**src/rtl/sys_reset_ctrl.sv**
```systemverilog
module sys_reset_ctrl #(
  parameter int FILT_CYCLES = 4,
  parameter int HOLD_CYCLES = 8
) (
  input  logic       clk,
  input  logic       por_det,
  input  logic       bor_det,
  input  logic       bor_en,
  input  logic       ext_rst_n,
  input  logic       wdt_timeout,
  input  logic       sw_reset,
  input  logic       trap_lockup,
  input  logic       illegal_op,
  input  logic       sleep_mode,
  input  logic [7:0] flag_clr,
  output logic       sys_rst,
  output logic       wdt_wake,
  output logic [7:0] flags
);
  localparam int FW = $clog2(FILT_CYCLES + 1);
  localparam int HW = $clog2(HOLD_CYCLES);

  logic [1:0]    pin_sq;
  logic [FW-1:0] low_cnt;
  logic [HW-1:0] hold_cnt;

  wire pin_rst = (low_cnt == FW'(FILT_CYCLES));
  wire bor_hit = bor_det & bor_en;
  wire wdt_run = wdt_timeout & ~sleep_mode;
  wire any_src = por_det | bor_hit | pin_rst | wdt_run | sw_reset | trap_lockup | illegal_op;
  wire [7:0] set_vec = {(pin_rst | wdt_timeout) & sleep_mode, illegal_op, trap_lockup,
                        sw_reset, wdt_timeout, pin_rst, bor_hit, 1'b0};

  always_ff @(posedge clk) begin
    if (por_det) begin
      pin_sq  <= 2'b11;
      low_cnt <= '0;
    end else begin
      pin_sq <= {pin_sq[0], ext_rst_n};
      if (pin_sq[1])     low_cnt <= '0;
      else if (!pin_rst) low_cnt <= low_cnt + 1'b1;
    end
  end

  always_ff @(posedge clk) begin
    if (any_src) begin
      sys_rst  <= 1'b1;
      hold_cnt <= '0;
    end else if (sys_rst) begin
      if (hold_cnt == HW'(HOLD_CYCLES - 1)) sys_rst <= 1'b0;
      else                                  hold_cnt <= hold_cnt + 1'b1;
    end
  end

  always_ff @(posedge clk) begin
    if (por_det) begin
      flags    <= 8'h03;
      wdt_wake <= 1'b0;
    end else begin
      flags    <= (flags & ~flag_clr) | set_vec;
      wdt_wake <= wdt_timeout & sleep_mode;
    end
  end
endmodule

```
**config.mk**
```make
export PLATFORM = sky130hd
export DESIGN_NAME = sys_reset_ctrl
export DESIGN_NICKNAME = d
export VERILOG_FILES = /design/src/rtl/sys_reset_ctrl.sv
export SDC_FILE = /design/constraint.sdc
export NUM_CORES = 1
export LEC_CHECK = 0
export ABC_AREA = 0
export BUFFER_PORTS_ARGS = -buffer_cell sky130_fd_sc_hd__buf_2
export CAP_MARGIN = 20
export CELL_PAD_IN_SITES_DETAIL_PLACEMENT = 0
export CELL_PAD_IN_SITES_GLOBAL_PLACEMENT = 1
export CORE_MARGIN = 2
export CORE_UTILIZATION = 38
export CTS_BUF_LIST = sky130_fd_sc_hd__clkbuf_8
export CTS_CLUSTER_SIZE = 16
export DETAILED_ROUTE_END_ITERATION = 12
export PLACE_DENSITY_LB_ADDON = 0.1
export SETUP_SLACK_MARGIN = 0.5
export SYNTH_ARGS = -nofsm -noshare
export SYNTH_HDL_FRONTEND = slang
export SYNTH_SLANG_ARGS = --single-unit
export TNS_END_PERCENT = 50
```
**constraint.sdc**
```tcl
create_clock -name clk -period 3 [get_ports clk]
set_input_delay 0.45 -clock clk [delete_from_list [all_inputs] [get_ports clk]]
set_output_delay 0.45 -clock clk [all_outputs]
set_load 0.03 [all_outputs]
```
==> run metrics, run 1 <==
data arrival time of the critical path 1.48 ns; sum of internal, switching and leakage power 462 uW; setup repair after global routing missed its margin no; worst clock skew 0.00322 ns; post-layout instance area 891 um2; Net Sw Frac 22.9%; number of CTS-inserted buffers 3; htree depth 1; overflow left after global routing 0; Clk Tree Root Cell sky130_fd_sc_hd__clkbuf_8; crit-path max FO 4; synthesized net count 92; total half-perimeter wirelength after legalization and detailed placement 898 um; Total Routed Length 1.15 mm; routed len/inst 9.27 um; internal reg-to-reg setup slack 1.65 ns; buffer depth of the longest clock path 2; vias per cell 4.24; total number of clock tree sinks 18; largest net degree at the start of global routing 15; std cell rows 15; slack of the critical path 1.65 ns; post-cts repair resize count 0; net switching power of the design 105 uW; post-synthesis sequential area ratio 52.4%; n_diodes 0; setup violation total in the final timing report 0; antenna violations before repair 0; number of filler instances in the final layout 181; startpoint types flop; Post-Place Setup Slack 1.65 ns; Vias 526; starting DRC count in detailed routing 1; Clock Latency Late Sink 0.25 ns; type of the worst min-delay path primary input to flop; maximum VDD drop 290 uV; cell area after placement 850 um2; distinct cell type count of the synthesized netlist 21; aggregate global-route resource usage 12.7%; DP Cell Count 121; clock tree from TritonCTS done; Worst Hold Depth 2; core footprint 0.00171 mm2; number of warnings reported in the yosys synthesis log 0; count of buffers inserted at the top-level ports 27; detailed-router iteration count before antenna repair 2; worst slew margin relative to its limit 83.4%; hold-fix buffers at CTS 0; Least-Margin Pin Slew 0.249 ns; Fmax 741 MHz; count of boundary I/O pins 28; Final Critical Period 1.35 ns; sequential share of power 54.5%; global-route wire length before repair 1.93 mm; starting density of the core 40.3%; x dimension of the die 46.6 um; die outline area 0.00217 mm2; required time of the critical path 3.13 ns; leakage power summed over all cells 0.430 nW; postcts setup bufs 0; share of the cycle needed by the critical path after routing 45.0%; mean post-synth cell area 9.83 um2; Final #Nets 123; synthesized area 688 um2; Max Cap Violations 0; number of endpoints with negative hold slack in the final report 0; Setup crit end kind flop; post-layout instance count excluding filler cells 124; GPL Wtd Cong 0.657; clock network fraction of total power 35.0%; Post-Route Setup TNS 0 ns; category of the critical setup timing path flop to flop; Clock transition at path regs 0.06 ns; Die Ht 46.6 um; combinational group share of total power 10.4%; layout overhead on the synthesized area 29.5%; Remaining DRCs 0; Power per Cell Area 518 mW/mm2; DRT antenna net count 0; count of mapped cells out of synthesis 70; Max Slew Vio Count 0; outcome finished clean; Cell Int Power 356 uW; flop and latch count out of synthesis 18; via count of the first global-routing pass 456; fraction of final layout cells sized beyond drive strength 1 34.3%; cell depth of the worst flop-to-flop path 5
[Yosys cell counts]
cell type	count	share of area, %
sky130_fd_sc_hd__dfxtp_1	18	52
sky130_fd_sc_hd__inv_1	8	4.4
sky130_fd_sc_hd__nor2_1	7	3.8
sky130_fd_sc_hd__a21oi_1	6	4.4
sky130_fd_sc_hd__ha_1	4	7.3
sky130_fd_sc_hd__mux2i_1	3	4.4
sky130_fd_sc_hd__nand2b_1	3	2.7
sky130_fd_sc_hd__nor3_1	3	2.2
sky130_fd_sc_hd__or2_1	3	2.7
sky130_fd_sc_hd__nand2_1	2	1.1
sky130_fd_sc_hd__o21ai_1	2	1.5
sky130_fd_sc_hd__xnor2_1	2	2.5
sky130_fd_sc_hd__a21o_1	1	1.1
sky130_fd_sc_hd__a21oi_2	1	1.3
sky130_fd_sc_hd__and2_2	1	1.1
sky130_fd_sc_hd__and2b_1	1	1.1
sky130_fd_sc_hd__buf_2	1	0.73
sky130_fd_sc_hd__nand3b_1	1	1.1
sky130_fd_sc_hd__nor3_2	1	1.5
sky130_fd_sc_hd__o2111ai_2	1	2.2
sky130_fd_sc_hd__o21ai_0	1	0.73
[registers in the layout, indices dropped and copies added (netlist names)]
signal    cells
sys_rst       1
pin_sq        2
low_cnt       3
wdt_wake      1
flags         8
hold_cnt      3
[worst max-delay path, cell delays in order (launching register included)]
cell	delay, ns
sky130_fd_sc_hd__dfxtp_1	0.33
sky130_fd_sc_hd__ha_1	0.20
sky130_fd_sc_hd__ha_1	0.17
sky130_fd_sc_hd__and2b_1	0.29
sky130_fd_sc_hd__mux2i_1	0.20
sky130_fd_sc_hd__nor2_1	0.05
[through the flow]
step | hold WS [ns] | utilization (%)
floorplan | 0.383 | -
global placement | 0.388 | 49.7
detailed placement | 0.400 | 49.7
CTS | 0.362 | 52.2
global route | 0.362 | 52.2
finish | 0.368 | 52.2
[routing by layer]
metal | vias up | part of all wire (%) | track usage, %
met1 | 215 | 50 | 17.6
met3 | 0 | 10 | 2.35
met5 | - | 0 | 0
li1 | 285 | - | -
met4 | 0 | 0 | 6.86
met2 | 26 | 40 | 18.3
[power groups by stage]
stage	Combinational (mW)	Sequential (mW)	Clock (mW)
after floorplan	0.0140	0.270	0
after global placement	0.0483	0.257	0
after CTS	0.0488	0.252	0.170
after detailed placement	0.0487	0.257	0
after global routing	0.0532	0.253	0.173
final	0.0482	0.252	0.162
[kinds of logic (layout without fill, tap and decap cells)]
logic type	Yosys count	count (layout)	synth area share, %
XOR/XNOR	2	2	2.55
buffers and inverters	9	38	5.09
AO/OA/AOI/OAI	12	12	11.1
AND/OR/NAND/NOR	22	22	17.3
flip-flops	18	18	52.4
adder cells (fa/ha/maj)	4	4	7.27
multiplexers	3	3	4.36
[path summary, 6_finish.rpt]
check,startpoint,end
max,hold_cnt[0],hold_cnt[2]
min,flag_clr[1],flags[1]
max reg2reg,hold_cnt[0],hold_cnt[2]
min reg2reg,pin_sq[0],pin_sq[1]
[cell type report]
class | instances | area (um2) | share of cell area, %
timing repair buffer | 27 | 135 | 15.2
inverter | 8 | 30.0 | 3.37
tap | 25 | 31.3 | 3.51
sequential | 18 | 360 | 40.4
multi-input combinational | 43 | 293 | 32.9
clock buffer | 3 | 41.3 | 4.63
[layout by cell type, fill, tap and decap left out, types with 2 or more instances in the layout]
| cell | synthesis | layout |
|---|---|---|
| sky130_fd_sc_hd__o21ai_1 | 2 | 2 |
| sky130_fd_sc_hd__buf_2 | 1 | 27 |
| sky130_fd_sc_hd__dfxtp_1 | 18 | 18 |
| sky130_fd_sc_hd__ha_1 | 4 | 4 |
| sky130_fd_sc_hd__nor3_1 | 3 | 3 |
| sky130_fd_sc_hd__nand2_1 | 2 | 2 |
| sky130_fd_sc_hd__nand2b_1 | 3 | 3 |
| sky130_fd_sc_hd__mux2i_1 | 3 | 3 |
| sky130_fd_sc_hd__xnor2_1 | 2 | 2 |
| sky130_fd_sc_hd__clkbuf_8 | 0 | 3 |
| sky130_fd_sc_hd__nor2_1 | 7 | 7 |
| sky130_fd_sc_hd__inv_1 | 8 | 8 |
| sky130_fd_sc_hd__or2_1 | 3 | 3 |
| sky130_fd_sc_hd__a21oi_1 | 6 | 6 |
(Power assumes the default switching activity.)
==> run 2, diff against run 1 <==
CORE_UTILIZATION = 32   (was 38)
clock period = 1.1 ns   (was 3 ns; I/O delays follow)
==> run 2 against run 1 <==
Compared with the run above:
- the flow now finishes with violations (negative setup slack)
- maximum frequency up 9.8%
- die area up 17%
- clock skew up 0.0018 ns
- critical endpoint is now hold_cnt[1]
- largest power group unchanged
==> run metrics, run 2 (synthesis results as in run 1) <==
outcome complete, but fails checks; failing checks negative setup slack; crit-path max FO 4; number of filler instances in the final layout 187; Setup crit end kind flop; GPL Wtd Cong 0.707; Total Routed Length 1.38 mm; net switching power of the design 319 uW; cell depth of the worst flop-to-flop path 5; global-route wire length before repair 2.30 mm; critical path's slowest cell sky130_fd_sc_hd__dfxtp_2; x dimension of the die 50.4 um; setup violation total in the final timing report 5; Remaining DRCs 0; reg-to-reg critical path endpoint hold_cnt[1]; count of buffers inserted at the top-level ports 27; hold-fix buffers at CTS 0; family of cells with the greatest summed delay on the critical path flip-flops; n_diodes 0; layout overhead on the synthesized area 62.4%; number of endpoints with negative hold slack in the final report 0; aggregate global-route resource usage 12.2%; Vias 590; Top Registers flags (8), hold_cnt (3), low_cnt (3); Final #Nets 128; sequential share of power 52.2%; Max Slew Vio Count 0; share of the cycle needed by the critical path after routing 112%; Cell Int Power 1.01 mW; slack of the critical path -0.128 ns; sequence of cells on the critical path ha_4 -> ha_4 -> and2b_2 -> mux2i_1 -> nor2_1; worst setup path startpoint hold_cnt[1]; die outline area 0.00254 mm2; leading cell type in the layout, fill and taps excluded sky130_fd_sc_hd__buf_2; type of the worst min-delay path primary input to flop; Post-Place Setup Slack -0.132 ns; clock tree from TritonCTS done; internal reg-to-reg setup slack -0.13 ns; starting density of the core 34.4%; Clk Tree Root Cell sky130_fd_sc_hd__clkbuf_8; fraction of final layout cells sized beyond drive strength 1 64.8%; flip-flop count of the largest register after layout 8; largest net degree at the start of global routing 14; Net Sw Frac 24.0%; buffer depth of the longest clock path 2; total half-perimeter wirelength after legalization and detailed placement 1.03 mm; startpoint types flop; overflow left after global routing 0; required time of the critical path 1.25 ns; leakage power summed over all cells 0.491 nW; maximum VDD drop 620 uV; vias per cell 4.47; startpoint of the lowest-slack register-to-register path hold_cnt[1]; crit-path max cell delay 0.34 ns; most used cells in the layout excluding fill and tap cells 17 x sky130_fd_sc_hd__buf_2, 11 x sky130_fd_sc_hd__dfxtp_2, 11 x sky130_fd_sc_hd__buf_6; Die Ht 50.4 um; worst slew margin relative to its limit 87.1%; Top reg by flops flags; core footprint 0.00200 mm2; detailed-router iteration count before antenna repair 4; Least-Margin Pin Slew 0.193 ns; Power per Cell Area 1190 mW/mm2; Clock transition at path regs 0.07 ns; critical path buffer and inverter count 0; Max Cap Violations 0; Clock Latency Late Sink 0.25 ns; via count of the first global-routing pass 554; Post-Route Setup TNS -0.409 ns; total number of clock tree sinks 18; most frequent CP cell sky130_fd_sc_hd__ha_4; worst hold path startpoint flag_clr[1]; std cell rows 16; terminating pin of the worst hold path flags[1]; routed len/inst 10.4 um; Worst Hold Depth 2; number of CTS-inserted buffers 3; count of boundary I/O pins 28; htree depth 1; antenna violations before repair 0; Fmax 814 MHz; data arrival time of the critical path 1.38 ns; Final Critical Period 1.23 ns; starting DRC count in detailed routing 7; category of the critical setup timing path flop to flop; worst clock skew 0.00497 ns; clock network fraction of total power 34.8%; DRT antenna net count 0; setup repair after global routing missed its margin yes; combinational group share of total power 13.0%
==> run 2: cell count changes in the layout (fill, tap and decap cells not counted), sizes merged <==
cell and delta:
inv +1, buf +5
==> run 2: worst max-delay path by stage <==
| stage | slack (ns) | cells past startpoint | end |
|---|---|---|---|
| after floorplan | -0.1 | 5 | hold_cnt[1] |
| after global placement | -0.12 | 5 | hold_cnt[1] |
| after detailed placement | -0.13 | 5 | hold_cnt[1] |
| after CTS | -0.14 | 5 | hold_cnt[2] |
| after global routing | -0.19 | 5 | hold_cnt[1] |
| final | -0.13 | 5 | hold_cnt[1] |
==> run 2: power by group through the flow <==
stage / combinational (mW) / clock [mW] / sequential (mW)
3_3_place_gp: 0.142 / 0 / 0.699
3_5_place_dp: 0.144 / 0 / 0.699
4_1_cts: 0.169 / 0.486 / 0.691
2_1_floorplan: 0.0412 / 0 / 0.736
5_1_grt: 0.187 / 0.504 / 0.696
6_report: 0.172 / 0.462 / 0.693
==> run 2: area by class of cell <==
type | instances | area (um2) | share of cell area, %
clock buffer | 3 | 41.3 | 3.70
clock inverter | 1 | 3.75 | 0.336
inverter | 8 | 30.0 | 2.69
timing repair buffer | 32 | 239 | 21.4
tap | 27 | 33.8 | 3.02
multi-input combinational | 43 | 384 | 34.4
sequential | 18 | 385 | 34.5
==> run 2: stage by stage <==
step	power (mW)	instance area (um2)	hold slack [ns]	std cells	util (%)
after floorplan	0.777	752	0.235	70	-
after detailed placement	0.844	938	0.330	126	46.9
after global routing	1.39	1120	0.0614	132	55.8
after CTS	1.35	1080	0.0511	131	54.1
after global placement	0.841	938	0.327	126	46.9
final	1.33	1120	0.0584	132	55.8
==> run 2: worst reg2reg max path, stage by stage, from the launching register on <==
cell	delay, ns
sky130_fd_sc_hd__dfxtp_2	0.34
sky130_fd_sc_hd__ha_4	0.16
sky130_fd_sc_hd__ha_4	0.14
sky130_fd_sc_hd__and2b_2	0.25
sky130_fd_sc_hd__mux2i_1	0.19
sky130_fd_sc_hd__nor2_1	0.05
==> run 2: timing repair <==
action,in CTS,in global routing
setup buffers,1,1
setup endpoints to repair,19,23
pin swaps,3,9
resized for setup,29,8
==> run 2: metal layers <==
metal | track usage, % | part of all wire (%)
met1 | 15.6 | 48
met2 | 18.0 | 40
met3 | 3.27 | 9.0
met4 | 8.11 | 2.2
met5 | 0 | 0
==> run 3, diff against run 2 <==
CORE_ASPECT_RATIO = 1.4   (was not set)
==> run 3 against run 2 <==
Compared with the run above:
- the run still ends with negative setup slack left
- critical endpoint unchanged
- clock skew down 0.0047 ns
- worst hold slack better by 0.0099 ns
- count of clock-buffer cells in the layout up 1
- first-iteration DRC count down 57%
- via count up 0.34%
- routed wire length down 0.29%
- flip-flop and latch count unchanged
- highest routed layer unchanged
- worst setup slack worse by 0.0067 ns
==> run metrics, run 3 (synthesis results as in run 1) <==
category of the critical setup timing path flop to flop; worst hold path startpoint flag_clr[1]; Max Cap Violations 0; worst clock skew 0.000317 ns; detailed-router iteration count before antenna repair 4; required time of the critical path 1.24 ns; largest net degree at the start of global routing 14; count of buffers inserted at the top-level ports 27; number of filler instances in the final layout 189; Vias 592; most used cells in the layout excluding fill and tap cells 17 x sky130_fd_sc_hd__buf_2, 12 x sky130_fd_sc_hd__buf_6, 11 x sky130_fd_sc_hd__dfxtp_2; overflow left after global routing 0; Setup crit end kind flop; leading cell type in the layout, fill and taps excluded sky130_fd_sc_hd__buf_2; net switching power of the design 316 uW; post-layout instance count excluding filler cells 127; x dimension of the die 43.2 um; worst slew margin relative to its limit 86.7%; starting DRC count in detailed routing 3; combinational group share of total power 12.4%; setup violation total in the final timing report 4; antenna violations before repair 0; core footprint 0.00200 mm2; std cell rows 19; Final Critical Period 1.23 ns; Cell Int Power 1.08 mW; type of the worst min-delay path primary input to flop; data arrival time of the critical path 1.38 ns; startpoint types flop; leakage power summed over all cells 0.498 nW; Top reg by flops flags; Clock Latency Late Sink 0.25 ns; number of CTS-inserted buffers 3; cell depth of the worst flop-to-flop path 5; vias per cell 4.66; Fmax 810 MHz; utilization after layout 56.6%; met3 Usage GRT 2.76%; DP Cell Count 120; failing checks negative setup slack; via count of the first global-routing pass 558; Final #Nets 129; Clk Tree Root Cell sky130_fd_sc_hd__clkbuf_8; n_diodes 0; Net Sw Frac 22.7%; met2 capacity usage during global routing 20.0%; Remaining DRCs 0; DRT antenna net count 0; sequential share of power 49.6%; worst hold margin 0.0683 ns; internal reg-to-reg setup slack -0.13 ns; routed len/inst 10.8 um; slack of the critical path -0.135 ns; share of the cycle needed by the critical path after routing 112%; starting density of the core 34.5%; Worst Hold Depth 2; Clock transition at path regs 0.07 ns; Total Routed Length 1.37 mm; flip-flop count of the largest register after layout 8; sum of internal, switching and leakage power 1.40 mW; busiest grt layer met2; Power per Cell Area 1230 mW/mm2; maximum VDD drop 878 uV; total number of clock tree sinks 18; layout overhead on the synthesized area 64.4%; Die Ht 58.9 um; number of endpoints with negative hold slack in the final report 0; Least-Margin Pin Slew 0.198 ns; fraction of final layout cells sized beyond drive strength 1 66.0%; buffer depth of the longest clock path 2; setup repair after global routing missed its margin yes; htree depth 1; startpoint of the lowest-slack register-to-register path hold_cnt[1]; GPL Wtd Cong 0.738; crit-path max FO 4; terminating pin of the worst hold path flags[1]; reg-to-reg critical path endpoint hold_cnt[1]; aggregate global-route resource usage 12.0%; clock network fraction of total power 37.9%; clock tree from TritonCTS done; count of boundary I/O pins 28; total half-perimeter wirelength after legalization and detailed placement 1.08 mm; global-route wire length before repair 2.26 mm; die outline area 0.00254 mm2; Top Registers flags (8), hold_cnt (3), low_cnt (3); met1 GRT Util 13.3%; outcome complete, but fails checks; Max Slew Vio Count 0
run 3: repair_timing:
action                                  CTS  global route
endpoints found under the setup margin   19            23
resized for setup                        29             9
pin swaps                                 3             7
hold buffers                              0             0
buffers inserted                          3             0
run 3: area by class of cell:
class                           count  area [um2]  share of cell area, %
Clock buffer                        4        55.1                   4.87
Tap cell                           21        26.3                   2.32
Timing Repair Buffer               33         250                   22.1
Sequential cell                    18         385                   34.1
Multi-Input combinational cell     43         384                   34.0
Inverter                            8        30.0                   2.65
run 3: power by group through the flow:
stage,Sequential [mW],Combinational (mW),Clock [mW]
2_1_floorplan,0.736,0.0412,0
3_3_place_gp,0.699,0.142,0
3_5_place_dp,0.700,0.144,0
4_1_cts,0.691,0.170,0.551
5_1_grt,0.694,0.188,0.577
6_report,0.692,0.174,0.530
run 3: worst max-delay path by stage:
| stage | end | from | slack [ns] | depth (start not counted) |
|---|---|---|---|---|
| 2_1_floorplan | hold_cnt[1] | hold_cnt[0] | -0.1 | 5 |
| 3_3_place_gp | hold_cnt[1] | hold_cnt[1] | -0.11 | 5 |
| 3_5_place_dp | hold_cnt[1] | hold_cnt[1] | -0.14 | 5 |
| 4_1_cts | hold_cnt[1] | hold_cnt[1] | -0.15 | 5 |
| 5_1_grt | hold_cnt[2] | hold_cnt[1] | -0.18 | 5 |
| 6_report | hold_cnt[1] | hold_cnt[1] | -0.13 | 5 |
run 3: worst max-delay path: stages (launching register included):
cell	delay, ns
sky130_fd_sc_hd__dfxtp_2	0.34
sky130_fd_sc_hd__ha_4	0.16
sky130_fd_sc_hd__ha_4	0.14
sky130_fd_sc_hd__and2b_2	0.25
sky130_fd_sc_hd__mux2i_1	0.19
sky130_fd_sc_hd__nor2_1	0.05
run 3: through the flow:
step | worst slack (ns) | setup TNS, ns | cell area, um2
floorplan | -0.0967 | -0.247 | 752
global placement | -0.113 | -0.327 | 931
detailed placement | -0.140 | -0.417 | 931
CTS | -0.147 | -0.467 | 1100
global route | -0.180 | -0.644 | 1130
finish | -0.135 | -0.422 | 1130
run 3: per-layer routing:
| layer | up-vias | routed length (um) |
|---|---|---|
| li1 | 298 | - |
| met5 | - | 0 |
| met2 | 13 | 776 |
| met1 | 279 | 534 |
| met4 | 0 | 13 |
| met3 | 2 | 50 |
